**config.mk**
```make
export PLATFORM = sky130hd
export DESIGN_NAME = ecc_recovery_seq
export DESIGN_NICKNAME = d
export VERILOG_FILES = /design/src/rtl/ecc_rec_pkg.sv /design/src/rtl/ecc_rec_capture.sv /design/src/rtl/ecc_rec_fsm.sv /design/src/rtl/ecc_rec_fatal_flag.sv /design/src/rtl/ecc_recovery_seq.sv
export SDC_FILE = /design/constraint.sdc
export NUM_CORES = 1
export LEC_CHECK = 0
export ABC_AREA = 1
export CORE_MARGIN = 4
export CORE_UTILIZATION = 30
export CTS_CLUSTER_DIAMETER = 200
export CTS_CLUSTER_SIZE = 10
export DETAILED_ROUTE_END_ITERATION = 12
export GPL_TIMING_DRIVEN = 0
export HOLD_SLACK_MARGIN = 0.03
export PLACE_DENSITY = 0.7
export SYNTH_ARGS = -nofsm -noshare
export SYNTH_HDL_FRONTEND = slang
export SYNTH_HIERARCHICAL = 1
export SYNTH_SLANG_ARGS = --single-unit
```
**constraint.sdc**
```tcl
create_clock -name clk -period 1.3 [get_ports clk]
set_input_delay 0.195 -clock clk [delete_from_list [all_inputs] [get_ports clk]]
set_output_delay 0.195 -clock clk [all_outputs]
set_load 0.05 [all_outputs]
```
**src/rtl/ecc_rec_pkg.sv**
```systemverilog
package ecc_rec_pkg;

  typedef enum logic [2:0] {
    ST_IDLE      = 3'd0,
    ST_CAPTURE   = 3'd1,
    ST_CLEAN_INV = 3'd2,
    ST_WAIT_WB   = 3'd3,
    ST_RETRY     = 3'd4,
    ST_FATAL     = 3'd5
  } seq_state_e;

  // Corrected data must reach memory before the copy is dropped.
  function automatic logic needs_writeback(logic data_side, logic dirty, logic corr);
    return data_side & dirty & corr;
  endfunction

  // The only copy of the data is damaged beyond repair.
  function automatic logic is_fatal(logic data_side, logic dirty, logic corr);
    return data_side & dirty & ~corr;
  endfunction

endpackage

```
**src/rtl/ecc_rec_capture.sv**
```systemverilog
module ecc_rec_capture #(
  parameter int IDX_W = 7,
  parameter int WAY_W = 2
) (
  input  logic             clk,
  input  logic             rst_n,
  input  logic             load,
  input  logic [IDX_W-1:0] idx_in,
  input  logic [WAY_W-1:0] way_in,
  input  logic             corr_in,
  input  logic             dirty_in,
  output logic [IDX_W-1:0] idx_q,
  output logic [WAY_W-1:0] way_q,
  output logic             corr_q,
  output logic             dirty_q
);

  always_ff @(posedge clk or negedge rst_n) begin
    if (!rst_n) begin
      idx_q   <= '0;
      way_q   <= '0;
      corr_q  <= 1'b1;
      dirty_q <= 1'b0;
    end else if (load) begin
      idx_q   <= idx_in;
      way_q   <= way_in;
      corr_q  <= corr_in;
      dirty_q <= dirty_in;
    end
  end

endmodule

```
**src/rtl/ecc_rec_fsm.sv**
```systemverilog
module ecc_rec_fsm
  import ecc_rec_pkg::*;
#(
  parameter bit DATA_SIDE = 1'b1
) (
  input  logic clk,
  input  logic rst_n,
  input  logic err_valid,
  input  logic wb_needed,
  input  logic fatal_hit,
  input  logic inv_done,
  input  logic wb_ready,
  input  logic fatal_clr,
  output logic busy,
  output logic accept,
  output logic bank_push,
  output logic inv_req,
  output logic inv_fire,
  output logic wb_valid,
  output logic wb_fire,
  output logic retry_pulse,
  output logic enter_fatal
);

  seq_state_e state_q, state_d;

  always_ff @(posedge clk or negedge rst_n) begin
    if (!rst_n) state_q <= ST_IDLE;
    else        state_q <= state_d;
  end

  assign busy        = (state_q != ST_IDLE);
  assign accept      = (state_q == ST_IDLE) && err_valid;
  assign bank_push   = (state_q == ST_CAPTURE);
  assign inv_req     = (state_q == ST_CLEAN_INV);
  assign inv_fire    = inv_req && inv_done;
  assign wb_valid    = (state_q == ST_WAIT_WB);
  assign wb_fire     = wb_valid && wb_ready;
  assign retry_pulse = (state_q == ST_RETRY);
  assign enter_fatal = (state_q == ST_CAPTURE) && fatal_hit;

  always_comb begin
    state_d = state_q;
    unique case (state_q)
      ST_IDLE:      if (accept) state_d = ST_CAPTURE;
      ST_CAPTURE:   state_d = fatal_hit ? ST_FATAL : ST_CLEAN_INV;
      ST_CLEAN_INV: if (inv_done) state_d = (wb_needed && DATA_SIDE) ? ST_WAIT_WB : ST_RETRY;
      ST_WAIT_WB:   if (wb_ready) state_d = ST_RETRY;
      ST_RETRY:     state_d = ST_IDLE;
      ST_FATAL:     if (fatal_clr) state_d = ST_IDLE;
      default:      state_d = ST_IDLE;
    endcase
  end

  assert_bank_push_single_R2: assert property (@(posedge clk) disable iff (!rst_n)
    bank_push |=> !bank_push);
  assert_inv_held_R3: assert property (@(posedge clk) disable iff (!rst_n)
    (inv_req && !inv_done) |=> inv_req);
  assert_wb_held_R5: assert property (@(posedge clk) disable iff (!rst_n)
    (wb_valid && !wb_ready) |=> wb_valid);
  assert_no_wb_isd_R4: assert property (@(posedge clk) disable iff (!rst_n)
    !DATA_SIDE |-> !wb_valid);
  assert_retry_after_clean_R9: assert property (@(posedge clk) disable iff (!rst_n)
    $rose(retry_pulse) |-> $past(inv_fire || wb_fire));
  assert_retry_single_R9: assert property (@(posedge clk) disable iff (!rst_n)
    retry_pulse |=> (!retry_pulse && !busy));
  assert_busy_ignores_R10: assert property (@(posedge clk) disable iff (!rst_n)
    (busy && !bank_push) |=> !bank_push);

endmodule

```
**src/rtl/ecc_rec_fatal_flag.sv**
```systemverilog
module ecc_rec_fatal_flag (
  input  logic clk,
  input  logic rst_n,
  input  logic set_i,
  input  logic clr_i,
  output logic flag_q
);

  always_ff @(posedge clk or negedge rst_n) begin
    if (!rst_n)     flag_q <= 1'b0;
    else if (set_i) flag_q <= 1'b1;
    else if (clr_i) flag_q <= 1'b0;
  end

  assert_fatal_sticky_R8: assert property (@(posedge clk) disable iff (!rst_n)
    (flag_q && !clr_i) |=> flag_q);
  assert_fatal_clear_R8: assert property (@(posedge clk) disable iff (!rst_n)
    (flag_q && clr_i && !set_i) |=> !flag_q);

endmodule

```
**src/rtl/ecc_recovery_seq.sv**
```systemverilog
module ecc_recovery_seq
  import ecc_rec_pkg::*;
#(
  parameter int IDX_W     = 7,
  parameter int WAY_W     = 2,
  parameter bit DATA_SIDE = 1'b1
) (
  input  logic             clk,
  input  logic             rst_n,
  input  logic             err_valid,
  input  logic [IDX_W-1:0] err_index,
  input  logic [WAY_W-1:0] err_way,
  input  logic             err_correctable,
  input  logic             line_dirty,
  output logic             busy,
  output logic             bank_push,
  output logic [IDX_W-1:0] bank_index,
  output logic [WAY_W-1:0] bank_way,
  output logic             inv_req,
  output logic [IDX_W-1:0] inv_index,
  output logic [WAY_W-1:0] inv_way,
  input  logic             inv_done,
  output logic             wb_valid,
  output logic [IDX_W-1:0] wb_index,
  output logic [WAY_W-1:0] wb_way,
  input  logic             wb_ready,
  output logic             retry_pulse,
  output logic             fatal_err,
  input  logic             fatal_clr
);

  logic             accept;
  logic             inv_fire;
  logic             wb_fire;
  logic             enter_fatal;
  logic             dirty_eff;
  logic [IDX_W-1:0] loc_idx;
  logic [WAY_W-1:0] loc_way;
  logic             loc_corr;
  logic             loc_dirty;
  logic             wb_needed;
  logic             fatal_hit;

  // Instruction lines are read-only in the cache, so dirtiness is meaningless there.
  generate
    if (DATA_SIDE) begin : g_data
      assign dirty_eff = line_dirty;
    end else begin : g_instr
      assign dirty_eff = 1'b0;
    end
  endgenerate

  ecc_rec_capture #(.IDX_W(IDX_W), .WAY_W(WAY_W)) u_capture (
    .clk      (clk),
    .rst_n    (rst_n),
    .load     (accept),
    .idx_in   (err_index),
    .way_in   (err_way),
    .corr_in  (err_correctable),
    .dirty_in (dirty_eff),
    .idx_q    (loc_idx),
    .way_q    (loc_way),
    .corr_q   (loc_corr),
    .dirty_q  (loc_dirty)
  );

  assign wb_needed = needs_writeback(DATA_SIDE, loc_dirty, loc_corr);
  assign fatal_hit = is_fatal(DATA_SIDE, loc_dirty, loc_corr);

  ecc_rec_fsm #(.DATA_SIDE(DATA_SIDE)) u_fsm (
    .clk         (clk),
    .rst_n       (rst_n),
    .err_valid   (err_valid),
    .wb_needed   (wb_needed),
    .fatal_hit   (fatal_hit),
    .inv_done    (inv_done),
    .wb_ready    (wb_ready),
    .fatal_clr   (fatal_clr),
    .busy        (busy),
    .accept      (accept),
    .bank_push   (bank_push),
    .inv_req     (inv_req),
    .inv_fire    (inv_fire),
    .wb_valid    (wb_valid),
    .wb_fire     (wb_fire),
    .retry_pulse (retry_pulse),
    .enter_fatal (enter_fatal)
  );

  ecc_rec_fatal_flag u_fatal (
    .clk    (clk),
    .rst_n  (rst_n),
    .set_i  (enter_fatal),
    .clr_i  (fatal_clr),
    .flag_q (fatal_err)
  );

  assign bank_index = loc_idx;
  assign bank_way   = loc_way;
  assign inv_index  = loc_idx;
  assign inv_way    = loc_way;
  assign wb_index   = loc_idx;
  assign wb_way     = loc_way;

  assert_inv_loc_stable_R3: assert property (@(posedge clk) disable iff (!rst_n)
    (inv_req && !inv_done) |=> ($stable(inv_index) && $stable(inv_way)));
  assert_wb_loc_stable_R5: assert property (@(posedge clk) disable iff (!rst_n)
    (wb_valid && !wb_ready) |=> ($stable(wb_index) && $stable(wb_way)));
  assert_push_follows_accept_R2: assert property (@(posedge clk) disable iff (!rst_n)
    accept |=> (bank_push && bank_index == $past(err_index) && bank_way == $past(err_way)));
  assert_fatal_no_inv_R7: assert property (@(posedge clk) disable iff (!rst_n)
    fatal_err |-> (!inv_req && !retry_pulse && busy));
  assert_ignore_busy_R10: assert property (@(posedge clk) disable iff (!rst_n)
    (busy && !retry_pulse) |=> $stable(inv_index));

endmodule

```
* Yosys cells after proc, flatten, opt, wreduce, memory -nomap -nowiden
Cells that the tools add are included.
Word-level totals: input port bits 17, register bits after elaboration 15, output and inout port bits 33, logic and storage cells 33
Cells by class: mux-type cells 9, equal/unequal tests 9, bitwise operators 3, reduce and logical (&&, ||, !) cells 6
Operator list (count):
- $mux W3 | 6
- $pmux W3 S5 | 1
- $eq A3 B2 Y1 const B | 2
- $eq A3 B3 Y1 const B | 2
- $ne A2 B1 Y1 const B | 2
- $ne A2 B2 Y1 const B | 2
- $reduce_and A4 Y1 | 1
- $eq A3 B1 Y1 const B | 1
- $logic_not A3 Y1 | 1
- $reduce_bool A3 Y1 | 1
- $and A1 B1 Y1 | 2
- $logic_and A1 B1 Y1 | 2
- $mux W1 | 2
- $reduce_bool A2 Y1 | 1
- $not A1 Y1 | 1

* Depth between registers and ports, before layout
Gate-level depths: netlist (run 1).
depth after elaboration 4, mapped depth 8, mapped depth without buffers 8

* By module
Netlist (run 1), hierarchy kept.
By module, submodules not included:
- ecc_rec_capture | area an instance 422.9 um^2, cells an instance 47, times used 1, seq. area each 276.5 um^2
- ecc_rec_fsm | area an instance 272.8 um^2, cells an instance 48, times used 1, seq. area each 75.1 um^2
- ecc_recovery_seq | area an instance 152.6 um^2, cells an instance 22, times used 1, seq. area each 0.0 um^2
- ecc_rec_fatal_flag | area an instance 40.0 um^2, cells an instance 5, times used 1, seq. area each 25.0 um^2

* Worst setup path after synthesis (run 1)
OpenSTA, ideal clock, no wires.
path type flip-flop to output port, start point register u_fsm.state_q[2], end point output retry_pulse, path slack -0.448 ns, required time 1.105 ns, path buffers 0, data arrival time 1.553 ns, cell stages (with the launch flop) 3, cell sequence dfrtp_1 inv_2 nor3_1
Between the ends: cells in the longest elaborated chain, start to end 1
Ends and longest elaborated chain:
- start, declared | line ecc_rec_fsm.sv:25 | seq_state_e state_q, state_d;
- start signal, assigned | line ecc_rec_fsm.sv:29 | else state_q <= state_d;
- $eq A3 B3 Y1 | line ecc_rec_fsm.sv:39 | assign retry_pulse = (state_q == ST_RETRY);
- end, declared | line ecc_recovery_seq.sv:27 | output logic retry_pulse,
No other way between the ends.

* Final worst setup path (run 1)
start point register u_fsm.state_q[1], end point output bank_push
Between the ends: cells in the longest elaborated chain, start to end 1
Ends and longest elaborated chain:
- $eq A3 B1 Y1 | line ecc_rec_fsm.sv:34 | assign bank_push = (state_q == ST_CAPTURE);
- end, declared | line ecc_recovery_seq.sv:16 | output logic bank_push,
No other way between the ends.

==> flow_metrics.tcl, run 1 <==
set metrics [dict create \
    layoutNonFillerInstCount 205 \
    synth_area_um2 874.6 \
    rows 19 \
    drive_gt1_share_pct 45.40 \
    die_width_um 62.00 \
    nNetsFinal 192 \
    min_period_ps 1376 \
    slew_violations 0 \
    antenna_found_initial 0 \
    required_ps 1110 \
    vias 862 \
    clock.fmax_mhz 726.5 \
    crit_path_top_delay_cell "dfrtp_2" \
    cts_made_buffers 3 \
    period_share_pct 105.9 \
    path_max_fanout 4 \
    fillers 296 \
    synth_fp_nets 136 \
    setup_violations 5 \
    tightest_slew_ps 676.3 \
    drc_errors 0 \
    htreeDepth 1 \
    max_stage_delay_ps 470 \
    grt-ovfl-total 0 \
    coreArea_um2 2781 \
    placedCellCount 199 \
    n_antenna_cell 0 \
    clk_pin_slew_ps 90 \
    cts_tree "done" \
    drtIter0Drc 20 \
    status "finished with violations" \
    cts-root-buf "clkbuf_4" \
    yosysWarnings 6 \
    final_hold_viol_count 0 \
    place_hpwl_um 1838 \
    grt_pass1_vias 863 \
    drv_cap 0 \
    grt_max_degree 16 \
    post-place-ws_ps -433.9 \
    cp_data_arrival_time_ps 1180 \
    criticalPathCategory "flop to output port" \
    pin_count 50 \
    port_buffers 49 \
    die_h_um 62.00 \
    area_delta_synth_final_pct 61.80 \
    clockBufferDepth 2 \
    violations "setup timing" \
    crit_path_start_kind "flop" \
    cts.sinks 15 \
    skew_ps 1.340 \
    dr.pass1.iters 4 \
    rsz0062_at_grt "yes" \
    gr-usage-all-layers_pct 13.68 \
    cp_cell_sequence "inv_4 > nand2_4 > nor2_4 > buf_8" \
    clk_latency_ps 270 \
    grt_first_pass_wirelength_um 3822 \
    wl_um 2256 \
    initial_core_util_pct 31.44 \
    postSynthAreaPerCell_um2 7.349 \
    routabilityCongestion 0.7045 \
    worst_setup_path_end_kind "output port" \
    hold_class "primary input to async pin" \
    ant_nets 0 \
    fin_ws_ps -76.43 \
    slew_headroom_pct 54.77 \
    dieArea_um2 3843 \
    wl_per_cell_um 11.00 \
    netlist_instances 119 \
    via_per_inst 4.205 \
]
## worst max-delay path, delay by kind of cell (launching register included)
family	cells	cell delay, ps
and+or+nand+nor	2	190
buffers and inverters	2	240
DFF	1	470
## what timing repair did
action,in CTS,in global routing
endpoints found under the setup margin,44,42
setup buffers,0,2
pin swaps,1,1
endpoints found under the hold margin,0,0
gates resized for setup,161,41
cloned,0,0
hold buffers,0,0
## cell type report
cell class / count / area, um2 / area share, %
clock buffer: 4 / 26.28 / 1.857
multi-input combinational: 70 / 336.6 / 23.78
tap: 31 / 38.79 / 2.741
inverter: 14 / 55.05 / 3.890
sequential: 15 / 380.4 / 26.88
timing repair buffer: 51 / 424.2 / 29.97
buffer: 20 / 153.9 / 10.88
## placed cells by master, fill, tap and decap left out
| master | instances |
|---|---|
| and2_1 | 1 |
| buf_2 | 10 |
| buf_4 | 23 |
| buf_6 | 5 |
| buf_8 | 1 |
| clkbuf_1 | 1 |
| clkbuf_4 | 18 |
| clkdlybuf4s15_2 | 1 |
| clkdlybuf4s50_1 | 16 |
| dfrtp_1 | 11 |
| dfrtp_2 | 3 |
| dfstp_2 | 1 |
| inv_1 | 10 |
| inv_2 | 3 |
| inv_4 | 1 |
| nand2_1 | 49 |
| nand2_2 | 3 |
| nand2_4 | 2 |
| nand3_1 | 4 |
| nor2_1 | 2 |
| nor2_2 | 3 |
| nor2_4 | 3 |
| nor3_2 | 2 |
| o21ai_0 | 1 |
## registers in the layout, summed over array words and instances (netlist names)
register,flops
u_capture/idx_q,7
u_fsm/state_q,3
u_capture/way_q,2
u_capture/corr_q,1
u_capture/dirty_q,1
u_fatal/flag_q,1
## final timing paths
path | cells after the start | to | slack [ps] | from
hold reg to reg | 2 | u_fatal/flag_q$_DFFE_PN0P_ | 470 | u_fatal/flag_q$_DFFE_PN0P_
min in group clk | 3 | u_capture/corr_q$_DFFE_PN1P_ | 420 | err_correctable
max in group asynchronous | 1 | u_fsm/state_q[1]$_DFFE_PN0P_ | 510 | rst_n
setup / recovery | 4 | bank_push | -80 | u_fsm/state_q[1]$_DFFE_PN0P_
hold / removal | 1 | u_capture/way_q[0]$_DFFE_PN0P_ | 320 | rst_n
setup reg to reg | 8 | u_fsm/state_q[0]$_DFFE_PN0P_ | 40 | u_fsm/state_q[1]$_DFFE_PN0P_
## metal layers
metal	global-route usage [%]	routed length [um]	vias to the layer above
met5	0	0	-
met3	4.959	223	4
met4	5.455	32	0
li1	-	-	441
met2	23.08	1112	37
met1	15.63	888	380
## per-stage QoR
stage          hold slack [ps]  cell area [um2]  util [%]  setup TNS [ps]
2_1_floorplan           -100.6            899.6         -          -771.4
3_3_place_gp             453.6             1429     51.37           -5897
3_5_place_dp             457.3             1429     51.37           -6340
4_1_cts                  348.7             1398     50.25          -282.1
5_1_grt                  375.3             1415     50.88          -722.4
6_report                 322.1             1415     50.88          -242.7
Power of run 1 is left out: the tool's default activity adds up to more than one toggle a clock period on the data nets, which glitch-free logic cannot reach.
==> run 2, diff against run 1 <==
==> constraint.sdc (replaced) <==
create_clock -name clk -period 1.3 [get_ports clk]
set_input_delay 0.26 -clock clk [delete_from_list [all_inputs] [get_ports clk]]
set_output_delay 0.26 -clock clk [all_outputs]
set_load 0.05 [all_outputs]
==> run 2 against run 1 <==
  * The run still ends with setup timing left
  * Clock skew is 2.5 ps higher
  * Sequential share of layout area is 2.1 points lower
  * Final cell count is 2.0% higher
  * Highest routed layer is now met3
==> flow_metrics.tcl, run 2 (same netlist as run 1, synthesis figures left out) <==
set metrics [dict create \
    final_cell_mix "nand2_1 (48), buf_4 (25), buf_6 (22), clkdlybuf4s50_1 (16), dfrtp_1 (11)" \
    final_common_cell "nand2_1" \
    timing.hold.ws_ps 379.3 \
    multiInputGateArea_um2 357.8 \
    initial_core_util_pct 31.44 \
    grt_pass1_vias 848 \
    status "finished with violations" \
    cts_tree "done" \
    placed_area_um2 1424 \
    fillers 272 \
    via_per_inst 4.167 \
    grt_first_pass_wirelength_um 3470 \
    grt_max_degree 16 \
    coreArea_um2 2781 \
    required_ps 1040 \
    r2r_setup_slack_ps 40 \
    crit_path_start_kind "flop" \
    violations "setup timing" \
    n_antenna_cell 0 \
    wl_um 2227 \
    ant_nets 0 \
    die_h_um 62.00 \
    pin_count 50 \
    wl_met3_um 238 \
    min_period_ps 1443 \
    wl_met1_um 881 \
    grt-ovfl-total 0 \
    drtIter0Drc 17 \
    largest_reg_flops 7 \
    nNetsFinal 196 \
    dr_wl_met2_um 1106 \
    die_width_um 62.00 \
    dieArea_um2 3843 \
    cts.sinks 15 \
    tightest_slew_ps 655.1 \
    hold_class "primary input to async pin" \
    gr-usage-all-layers_pct 11.96 \
    wl_per_cell_um 10.66 \
    cp_data_arrival_time_ps 1180 \
    final_cell_area_um2 1534 \
    routabilityCongestion 0.7570 \
    worst_setup_path_end_kind "output port" \
    cts_made_buffers 3 \
    drc_errors 0 \
    slew_headroom_pct 56.19 \
    reg2regPathDepth 8 \
    htreeDepth 1 \
    placedCellCount 199 \
    skew_ps 3.823 \
    area_delta_synth_final_pct 75.39 \
    timing.rr.start "u_fsm/state_q[2]$_DFFE_PN0P_" \
    period_share_pct 111.0 \
    criticalPathCategory "flop to output port" \
    port_buffers 49 \
    drv_cap 0 \
    clk_pin_slew_ps 90 \
    cts-root-buf "clkbuf_4" \
    antenna_found_initial 0 \
    place_hpwl_um 1701 \
    rsz0062_at_grt "yes" \
    rows 19 \
    path_max_fanout 4 \
    setup_violations 5 \
    vias 871 \
    fin_ws_ps -142.6 \
    clock.fmax_mhz 693.2 \
    regMostFlops "u_capture/idx_q" \
    clockBufferDepth 2 \
    reg.largest.list "u_capture/idx_q (7), u_fsm/state_q (3), u_capture/way_q (2)" \
    highest_layer "met3" \
    dr.pass1.iters 2 \
    slew_violations 0 \
    layoutNonFillerInstCount 209 \
    drive_gt1_share_pct 47.75 \
    clk_latency_ps 270 \
    reg2reg_to "u_fsm/state_q[1]$_DFFE_PN0P_" \
    regArea_um2 380.4 \
    final_hold_viol_count 0 \
]
[run 2: area by class of cell]
type / count / area share (%)
Buffer: 20 / 10.03
Inverter: 14 / 3.589
Timing Repair Buffer: 55 / 34.01
Sequential cell: 15 / 24.80
Multi-Input combinational cell: 70 / 23.33
Tap cell: 31 / 2.529
Clock buffer: 4 / 1.713
[run 2: how the worst max path moves through the flow]
stage,startpoint,endpoint,slack [ps],cells after the start
3_3_place_gp,u_fsm/state_q[1]$_DFFE_PN0P_,bank_push,-460,4
6_report,u_fsm/state_q[2]$_DFFE_PN0P_,wb_valid,-140,3
4_1_cts,u_fsm/state_q[1]$_DFFE_PN0P_,bank_push,-140,4
5_1_grt,u_fsm/state_q[0]$_DFFE_PN0P_,wb_valid,-210,3
3_5_place_dp,u_fsm/state_q[1]$_DFFE_PN0P_,bank_push,-460,4
2_1_floorplan,u_fsm/state_q[1]$_DFFE_PN0P_,u_fsm/state_q[0]$_DFFE_PN0P_,-110,7
[run 2: stage by stage]
| stage | util, % | setup TNS [ps] | setup slack, ps |
|---|---|---|---|
| 2_1_floorplan | - | -961.3 | -112.8 |
| 3_3_place_gp | 51.19 | -8025 | -457.8 |
| 3_5_place_dp | 51.19 | -8464 | -458.9 |
| 4_1_cts | 50.70 | -652.2 | -137.6 |
| 5_1_grt | 55.15 | -968.1 | -208.4 |
| 6_report | 55.15 | -601.6 | -142.6 |
[run 2: repair_timing]
action                     CTS  global route
pin swaps                    3             4
setup endpoints to repair   44            31
gates resized for setup    198            30
buffers inserted             3             3
cloned                       0             0
hold buffers                 0             0
[run 2: routing by layer]
metal,GRT usage [%],up-vias
met3,4.959,0
li1,-,450
met1,14.71,388
met2,19.53,33
met4,2.727,0
met5,0,-
[run 2: critical path, cell delays in order (launching register included)]
cell and delay [ps]:
dfrtp_2 470, buf_4 170, nor2_4 110, buf_8 150
Power of run 2 is left out for the same reason.
